[config.mk]
export PLATFORM = sky130hd
export DESIGN_NAME = hazard_gap_guard
export DESIGN_NICKNAME = d
export VERILOG_FILES = /design/src/rtl/hgg_pkg.sv /design/src/rtl/hgg_slot.sv /design/src/rtl/hgg_src_check.sv /design/src/rtl/hazard_gap_guard.sv
export SDC_FILE = /design/constraint.sdc
export NUM_CORES = 1
export LEC_CHECK = 0
export CAP_MARGIN = 20
export CORE_AREA = 2 2 206 208
export DETAILED_ROUTE_END_ITERATION = 7
export DIE_AREA = 0 0 208 210
export GPL_TIMING_DRIVEN = 0
export PLACE_DENSITY = 0.48
export REMOVE_ABC_BUFFERS = 1
export SETUP_SLACK_MARGIN = 0.02
export SYNTH_ARGS = -nofsm -noshare
export SYNTH_HDL_FRONTEND = slang
export SYNTH_SLANG_ARGS = --single-unit
[constraint.sdc]
create_clock -name clk -period 5.5 [get_ports clk]
set_clock_uncertainty 0.2 [all_clocks]
set_input_delay 0.825 -clock clk [delete_from_list [all_inputs] [get_ports clk]]
set_output_delay 0.825 -clock clk [all_outputs]
set_load 0.02 [all_outputs]
[src/rtl/hgg_pkg.sv]
package hgg_pkg;

    typedef enum logic [1:0] {
        OP_INT = 2'd0,
        OP_FPU = 2'd1,
        OP_LDD = 2'd2,
        OP_STD = 2'd3
    } op_cls_t;

    typedef enum logic {
        SLOT_IDLE = 1'b0,
        SLOT_BUSY = 1'b1
    } slot_st_t;

    localparam int GAP_MAX = 3;
    localparam int GAP_W   = $clog2(GAP_MAX + 1);

    // required intervening cycles between producer p and consumer c
    function automatic logic [GAP_W-1:0] req_gap(op_cls_t p, op_cls_t c);
        logic [GAP_W-1:0] g;
        g = '0;
        unique case (p)
            OP_FPU: begin
                if (c == OP_FPU)      g = GAP_W'(3);
                else if (c == OP_STD) g = GAP_W'(2);
            end
            OP_LDD: begin
                if (c == OP_FPU)      g = GAP_W'(1);
            end
            default: g = '0;
        endcase
        return g;
    endfunction

    function automatic logic is_multicycle(op_cls_t c);
        return (c == OP_FPU) || (c == OP_LDD);
    endfunction

    function automatic logic writes_reg(op_cls_t c);
        return c != OP_STD;
    endfunction

endpackage

[src/rtl/hgg_slot.sv]
module hgg_slot
    import hgg_pkg::*;
(
    input  logic             clk,
    input  logic             rst_n,
    input  logic             wr,
    input  op_cls_t          wr_cls,
    output op_cls_t          pend_cls,
    output logic [GAP_W-1:0] pend_cnt
);

    slot_st_t         st, st_n;
    op_cls_t          cls_q, cls_n;
    logic [GAP_W-1:0] cnt_q, cnt_n;

    always_ff @(posedge clk or negedge rst_n) begin
        if (!rst_n) begin
            st    <= SLOT_IDLE;
            cls_q <= OP_INT;
            cnt_q <= '0;
        end else begin
            st    <= st_n;
            cls_q <= cls_n;
            cnt_q <= cnt_n;
        end
    end

    always_comb begin
        st_n  = st;
        cls_n = cls_q;
        cnt_n = cnt_q;
        if (wr) begin
            cls_n = wr_cls;
            if (is_multicycle(wr_cls)) begin
                st_n  = SLOT_BUSY;              // arm / rearm
                cnt_n = GAP_W'(GAP_MAX);
            end else begin
                st_n  = SLOT_IDLE;              // clear
                cnt_n = '0;
            end
        end else begin
            unique case (st)
                SLOT_IDLE: ;
                SLOT_BUSY: begin
                    cnt_n = cnt_q - 1'b1;
                    if (cnt_q == GAP_W'(1)) st_n = SLOT_IDLE;  // expire
                end
                default: st_n = SLOT_IDLE;
            endcase
        end
    end

    assign pend_cls = cls_q;
    assign pend_cnt = cnt_q;

    p_arm_full_r2: assert property (@(posedge clk) disable iff (!rst_n)
        (wr && is_multicycle(wr_cls)) |=> (cnt_q == GAP_W'(GAP_MAX)) && (st == SLOT_BUSY));

    p_countdown_r2: assert property (@(posedge clk) disable iff (!rst_n)
        (st == SLOT_BUSY && !wr) |=> (cnt_q == GAP_W'($past(cnt_q) - 1'b1)));

    p_idle_zero_r11: assert property (@(posedge clk) disable iff (!rst_n)
        (st == SLOT_IDLE) |-> (cnt_q == '0));

    p_int_clears_r10: assert property (@(posedge clk) disable iff (!rst_n)
        (wr && wr_cls == OP_INT) |=> (st == SLOT_IDLE));

endmodule

[src/rtl/hgg_src_check.sv]
module hgg_src_check
    import hgg_pkg::*;
(
    input  logic             en,
    input  op_cls_t          p_cls,
    input  logic [GAP_W-1:0] p_cnt,
    input  op_cls_t          c_cls,
    output logic             need
);

    logic [GAP_W:0] sum;

    // blocked while elapsed (GAP_MAX - cnt) is below the pair's gap
    always_comb begin
        sum  = {1'b0, p_cnt} + {1'b0, req_gap(p_cls, c_cls)};
        need = en && (int'(sum) > GAP_MAX);
    end

endmodule

[src/rtl/hazard_gap_guard.sv]
module hazard_gap_guard
    import hgg_pkg::*;
#(
    parameter  int NREGS = 32,
    parameter  int NSRC  = 2,
    localparam int AW    = $clog2(NREGS)
) (
    input  logic              clk,
    input  logic              rst_n,
    input  logic              dec_valid,
    input  logic [1:0]        dec_class,
    input  logic [AW-1:0]     dec_dst,
    input  logic [NSRC*AW-1:0] dec_src,
    input  logic [NSRC-1:0]   dec_src_en,
    output logic              stall,
    output logic              issue
);

    op_cls_t          cur_cls;
    op_cls_t          slot_cls [NREGS];
    logic [GAP_W-1:0] slot_cnt [NREGS];
    logic [NSRC-1:0]  src_need;
    logic             hazard;

    assign cur_cls = op_cls_t'(dec_class);

    for (genvar r = 0; r < NREGS; r++) begin : g_slot
        logic wr_here;
        assign wr_here = issue && writes_reg(cur_cls) && (dec_dst == AW'(r));
        hgg_slot u_slot (
            .clk      (clk),
            .rst_n    (rst_n),
            .wr       (wr_here),
            .wr_cls   (cur_cls),
            .pend_cls (slot_cls[r]),
            .pend_cnt (slot_cnt[r])
        );
    end

    for (genvar k = 0; k < NSRC; k++) begin : g_src
        logic [AW-1:0] idx;
        assign idx = dec_src[k*AW +: AW];
        hgg_src_check u_chk (
            .en    (dec_src_en[k]),
            .p_cls (slot_cls[idx]),
            .p_cnt (slot_cnt[idx]),
            .c_cls (cur_cls),
            .need  (src_need[k])
        );
    end

    assign hazard = |src_need;
    assign stall  = dec_valid && hazard;
    assign issue  = dec_valid && !hazard;

    p_excl_r6: assert property (@(posedge clk) disable iff (!rst_n)
        !(stall && issue));

    p_stall_valid_r6: assert property (@(posedge clk) disable iff (!rst_n)
        stall |-> dec_valid);

    p_fresh_free_r11: assert property (@(posedge clk) disable iff (!rst_n)
        $rose(rst_n) |-> !stall);

    p_masked_quiet_r8: assert property (@(posedge clk) disable iff (!rst_n)
        (dec_src_en == '0) |-> !stall);

endmodule

# --- Yosys cells after proc, flatten, opt, wreduce, memory -nomap -nowiden ---
# Index checks and enable logic that the tools add are counted.
word_totals:
  out_inout_bits: 2
  regBits: 160
  mem_bits_rw: 0
  elab_cells: 459
  latch_bits: 0
  n_memories: 0
  in_bits: 22
  rom_bits: 0
classes:
  n_reduce_logical: 73
  n_addsub: 34
  n_shift: 0
  div: 0
  n_eq_ne: 71
  bitwise_logic: 2
  order_cmp: 4
  n_mul: 0
  mux: 179
op_table:
  columns: ["op", "count"]
  rows:
  - ["$mux 2", 75]
  - ["$mux 1", 98]
  - ["$eq 5x5->1 const B", 16]
  - ["$eq 2x1->1 const B", 35]
  - ["$reduce_bool 2->1", 32]
  - ["$sub 2x1->2 const B", 32]
  - ["$bmux 2 s5", 4]
  - ["$eq 5x4->1 const B", 8]
  - ["$logic_and 1x1->1", 37]
  - ["$eq 5x3->1 const B", 4]
  - ["$ge 6x6->1 const B", 2]
  - ["$not 5->6", 2]
  - ["$eq 5x2->1 const B", 2]
  - ["$eq 2x2->1 const B", 4]
  - ["$pmux 2 s2", 2]
  - ["$add 2x2->3", 2]
  - ["$gt 3x2->1 const B", 2]
  - ["$eq 5x1->1 const B", 1]
  - ["$logic_not 5->1", 1]
  - ["$ne 2x2->1 const B", 1]
  - ["$reduce_or 2->1", 1]
  - ["$logic_not 1->1", 1]
  - ["$logic_or 1x1->1", 1]

# --- Logic depth before layout (Yosys ltp) ---
depth:
  ltp_word: 15
  mapped_depth: 17
  depth_no_buf: 13

# --- By module ---
# From an unflattened synthesis, not the netlist that was laid out.
hier_totals:
  hier_cells: 731
  hier_area_um2: 10363.7
by_module_without_submodules:
  columns: ["module", "cells_per_inst", "area_per_inst_um2", "instances", "seq_area_each_um2"]
  rows:
  - ["hgg_slot", 17, 246.5, 32, 125.1]
  - ["hazard_gap_guard", 167, 2308.5, 1, 0.0]
  - ["hgg_src_check", 10, 83.8, 2, 0.0]

# --- Worst setup path after synthesis ---
# Ideal clock, no wire load.
synth_timing:
  path_kind: "in2out"
  start: "in dec_src[5]"
  end: "out stall"
  t_required_ns: 4.475
  arrival_time_ns: 4.531
  cell_stages: 16
  setup_slack_ns: -0.056
  path_buffers: 4
  cell_sequence: "buf_6 buf_6 buf_2 mux4_2 mux4_2 mux2i_1 inv_1 ha_1 o21a_1 ha_1 o211ai_1 o21ba_2 a311oi_2 nand4_4 buf_4 a21oi_1"
synth_between:
  elab_chain_cells: 11
  word_cells_on_any_way: 15
  classes_between: "1 x add/sub; 1 x order compare; 2 x eq/ne; 7 x mux; 1 x bitwise; 3 x reduce/logical"
synth_lines:
  columns: ["element", "line_no", "rtl"]
  rows:
  - ["from (decl)", "hazard_gap_guard.sv:13", "input logic [NSRC*AW-1:0] dec_src,"]
  - ["$not 5->6 (implied by the code) (*)", "hazard_gap_guard.sv:45, hazard_gap_guard.sv:46", null]
  - ["$bmux 2 s5", "hazard_gap_guard.sv:45", ".p_cls (slot_cls[idx]),"]
  - ["$mux 2 (implied by the code) (2 in series)", "hazard_gap_guard.sv:45", null]
  - ["$eq 2x2->1 / $eq 2x1->1 (equally long branches)", "hgg_pkg.sv:22", "unique case (p)"]
  - ["$pmux 2 s2", "hgg_pkg.sv:22", null]
  - ["$add 2x2->3 (*)", "hgg_src_check.sv:15", "sum = {1'b0, p_cnt} + {1'b0, req_gap(p_cls, c_cls)};"]
  - ["$gt 3x2->1 (*)", "hgg_src_check.sv:16", "need = en && (int'(sum) > GAP_MAX);"]
  - ["$logic_and 1x1->1 (*)", "hgg_src_check.sv:16", null]
  - ["$reduce_or 2->1 (*)", "hazard_gap_guard.sv:52", "assign hazard = |src_need;"]
  - ["$logic_and 1x1->1 (*)", "hazard_gap_guard.sv:53", "assign stall = dec_valid && hazard;"]
  - ["to (decl)", "hazard_gap_guard.sv:15", "output logic stall,"]
# Mark *: on every way between the ends. The rest lies on a longest branch, timed or not. The select of a mux whose other input is x is not followed.

# --- Worst setup path in the final report ---
layout_timing:
  start: "in dec_src[0]"
  end: "out issue"
layout_between:
  elab_chain_cells: 12
  word_cells_on_any_way: 16
  classes_between: "1 x add/sub; 1 x order compare; 2 x eq/ne; 7 x mux; 1 x bitwise; 4 x reduce/logical"
layout_lines:
  columns: ["element", "line_no", "rtl"]
  rows:
  - ["$not 5->6 (implied by the code) (*)", "hazard_gap_guard.sv:45, hazard_gap_guard.sv:46", null]
  - ["$bmux 2 s5", "hazard_gap_guard.sv:45", null]
  - ["$mux 2 (implied by the code) (2 in series)", "hazard_gap_guard.sv:45", null]
  - ["$eq 2x2->1 / $eq 2x1->1 (equally long branches)", "hgg_pkg.sv:22", null]
  - ["$pmux 2 s2", "hgg_pkg.sv:22", null]
  - ["$add 2x2->3 (*)", "hgg_src_check.sv:15", null]
  - ["$gt 3x2->1 (*)", "hgg_src_check.sv:16", null]
  - ["$logic_and 1x1->1 (*)", "hgg_src_check.sv:16", null]
  - ["$reduce_or 2->1 (*)", "hazard_gap_guard.sv:52", null]
  - ["$logic_not 1->1 (*)", "hazard_gap_guard.sv:54", "assign issue = dec_valid && !hazard;"]
  - ["$logic_and 1x1->1 (*)", "hazard_gap_guard.sv:54", null]
  - ["to (decl)", "hazard_gap_guard.sv:16", "output logic issue"]
# Marks and branches as above.

==> impl_metrics.ini <==
[critical_path]
cp-end-kind = output port
rr_startpoint = g_slot[10].u_slot.pend_cls[0]$_DFFE_PN0P_
arrival_ns = 4.34
path_buf_inv = 4
cp_slowest_cell = mux4_4
path_class = in2out
cpPeakStageDelay_ns = 0.63
cp_top_family = multiplexers
worstPathMaxFanout = 13
path_common_cell = buf_16
start_kind = primary input
worst_ep_required_time_ns = 4.47
path_cells = buf_16 -> buf_16 -> mux4_4 -> mux4_2 -> nand2_1 -> and2_1 -> ha_2 -> o21a_1 -> ha_4 -> or3_4 -> nor3_2 -> a211oi_2 -> o2111ai_4 -> buf_12 -> and3_4 -> buf_4
r2r_slack_ns = 0.76
rr_worst_depth = 14
r2r_end = g_slot[11].u_slot.pend_cls[1]$_DFFE_PN0P_

[finish]
final_cell_mix = dfrtp_1 (160), mux2i_1 (140), mux4_2 (68)
final_common_cell = dfrtp_1
n_antenna_cell = 0
stdcell_count = 1315
drive_gt1_share_pct = 34.3
nNetsFinal = 825
fillers = 4203
post-route-util_pct = 29.1
area_growth_pct = 18.0
fin_area_um2 = 12100

[placement]
hpwl_um = 17100
place_area_um2 = 11000
dp.cells = 1254
gp_congestion = 0.757
io_buffers = 23
place_ws_ns = -1.88

[die]
initial_core_util_pct = 24.6
pin_count = 24
die_w_um = 208
core_um2 = 41500
die_area_um2 = 43700
die_h_um = 210
placementRows = 75

[routing]
wl_met3_um = 1100
route.met2.wl_um = 11500
drtPass1Iterations = 4
maxUsedRoutingLayer = met5
vias = 6037
wirelength_um = 25400
drt-initial-drc-count = 342
avgRoutedWirePerCell_um = 19.3
met1_length_um = 12500
drt-vias-per-instance = 4.59
drc = 0
ant_nets = 0

[logic_synthesis]
synth_top_family_by_area = multiplexers
synthSimpleGateAreaFrac_pct = 9.83
ys_types = 47
synthTopCellsByArea = dfrtp_1 (39%), mux4_2 (15%), mux2i_1 (14%)
synth_mux_area_share_pct = 37.7
synthArstFlopShare_pct = 100
synth_xor_xnor_area_share_pct = 2.74
synth_area_um2 = 10200
ys_ff_latch = 160
seq_area_frac_synth_pct = 39.2
synth-compound-area-share_pct = 1.16
synth_warnings = 0
synth_edf_count = 0
syn_inst = 729
synth_top_cell_area_share_pct = 39.2
synthAdderAreaFrac_pct = 4.90
avgSynthCellArea_um2 = 14.0
synthFlopType = dfrtp_1
yosys.area.top_type = dfrtp_1

[cts]
insertion_delay_ns = 0.44
cts_max_level = 4
postCtsHoldBufs = 0
cts_tree = yes
root_buffer = clkbuf_16
cts_made_buffers = 17
cts.sinks = 160
cts.path.max_buffers = 2
clk_pin_slew_ns = 0.07

[sta]
worst_slack_ns = 0.133
finalCritPeriodShare_pct = 97.6
layout_min_cycle_time_ns = 5.37
setup_viol = 0
worstMarginPinSlew_ns = 1.11
rsz0062_at_grt = no
slew_violations = 0
hold_viol_final = 0
slew_headroom_pct = 25.7
fmax_ghz = 0.186

[power]
p_leak_nw = 5.51
p_per_area_nw_per_um2 = 372
finalPower_mw = 4.48
irDropWorstVdd_v = 0.000183

[min_path]
min-delay-path-class = in2async

[global_route]
grt_pass1_wl_um = 39800
gr-total-overflow = 0
grt_pass1_vias = 6229
antenna_found_initial = 2
grt_usage_pct = 12.2
grt_max_degree = 95

[run_status]
status = finished, final reports clean

[run]
cap_viol_max_count = 0
## flip-flops by register name, indices dropped and copies added (netlist names)
name                    cells
g_slot.u_slot.st           32
g_slot.u_slot.pend_cnt     64
g_slot.u_slot.pend_cls     64
## cells in the mapped netlist (all sizes together) (2+ instances only)
master       count
dfrtp          160
mux2i          142
mux4            74
mux2            66
inv             42
ha              40
nand2b          33
xnor2           32
buf             27
nand4           21
clkbuf          18
nor2            17
nand3           15
nand2            5
nor2b            5
nand3b           4
nor3             4
and2             2
and3             2
dlygate4sd1      2
nor3b            2
o211ai           2
o21a             2
## logic make-up (layout without fill, tap and decap cells)
| kind of cell | count (synthesis) | count (layout) |
|---|---|---|
| xor gates and xnor gates | 32 | 32 |
| adders and majority gates | 40 | 40 |
| buffers and inverters | 89 | 135 |
| and+or+nand+nor | 115 | 116 |
| AOI/OAI and AO/OA | 11 | 11 |
| muxes | 282 | 282 |
| DFF | 160 | 160 |
## where the power goes
part	total, mW	internal (mW)	switching [mW]	leakage (nW)
clock	1.18	0.645	0.538	0.273
sequential	1.86	1.51	0.349	2.06
combinational	1.44	0.840	0.602	3.18
total	4.48	2.99	1.49	5.51
## per-stage QoR
step                      hold WS [ns]  setup TNS [ns]
after global routing             0.278               0
after floorplan                  0.288         -0.0786
after global placement           0.300        -1076.63
after CTS                        0.253               0
after detailed placement         0.311         -111.29
final                            0.206               0
## layer usage
| layer | global-route usage (%) | up-vias |
|---|---|---|
| met5 | 0 | - |
| met4 | 3.74 | 4 |
| met3 | 2.64 | 26 |
| met2 | 18.2 | 90 |
| met1 | 17.5 | 3122 |
| li1 | - | 2795 |
## timing repair
action | 4_1_cts | 5_1_grt
setup buffers | 13 | 10
pin swaps | 4 | 5
gates cloned | 4 | 1
setup endpoints to repair | 162 | 2
gates resized for setup | 35 | 13
## layout make-up
type | instances | area [um2] | share of cell area [%]
clock buffers | 19 | 443 | 3.68
clock inverters | 13 | 130 | 1.08
inverters | 42 | 158 | 1.31
multi-input cells | 481 | 5860 | 48.6
flip-flops and latches | 160 | 4000 | 33.2
well taps | 539 | 674 | 5.60
repair buffers | 61 | 782 | 6.49
## worst max-delay path by stage
stage / from / to / cells past startpoint
2_1_floorplan: dec_src[0] / stall / 12
3_3_place_gp: dec_src[0] / stall / 14
3_5_place_dp: dec_src[7] / stall / 13
4_1_cts: dec_src[5] / issue / 16
5_1_grt: dec_src[0] / issue / 16
6_report: dec_src[0] / issue / 16
Note: power is estimated with default switching activity, not from simulation.
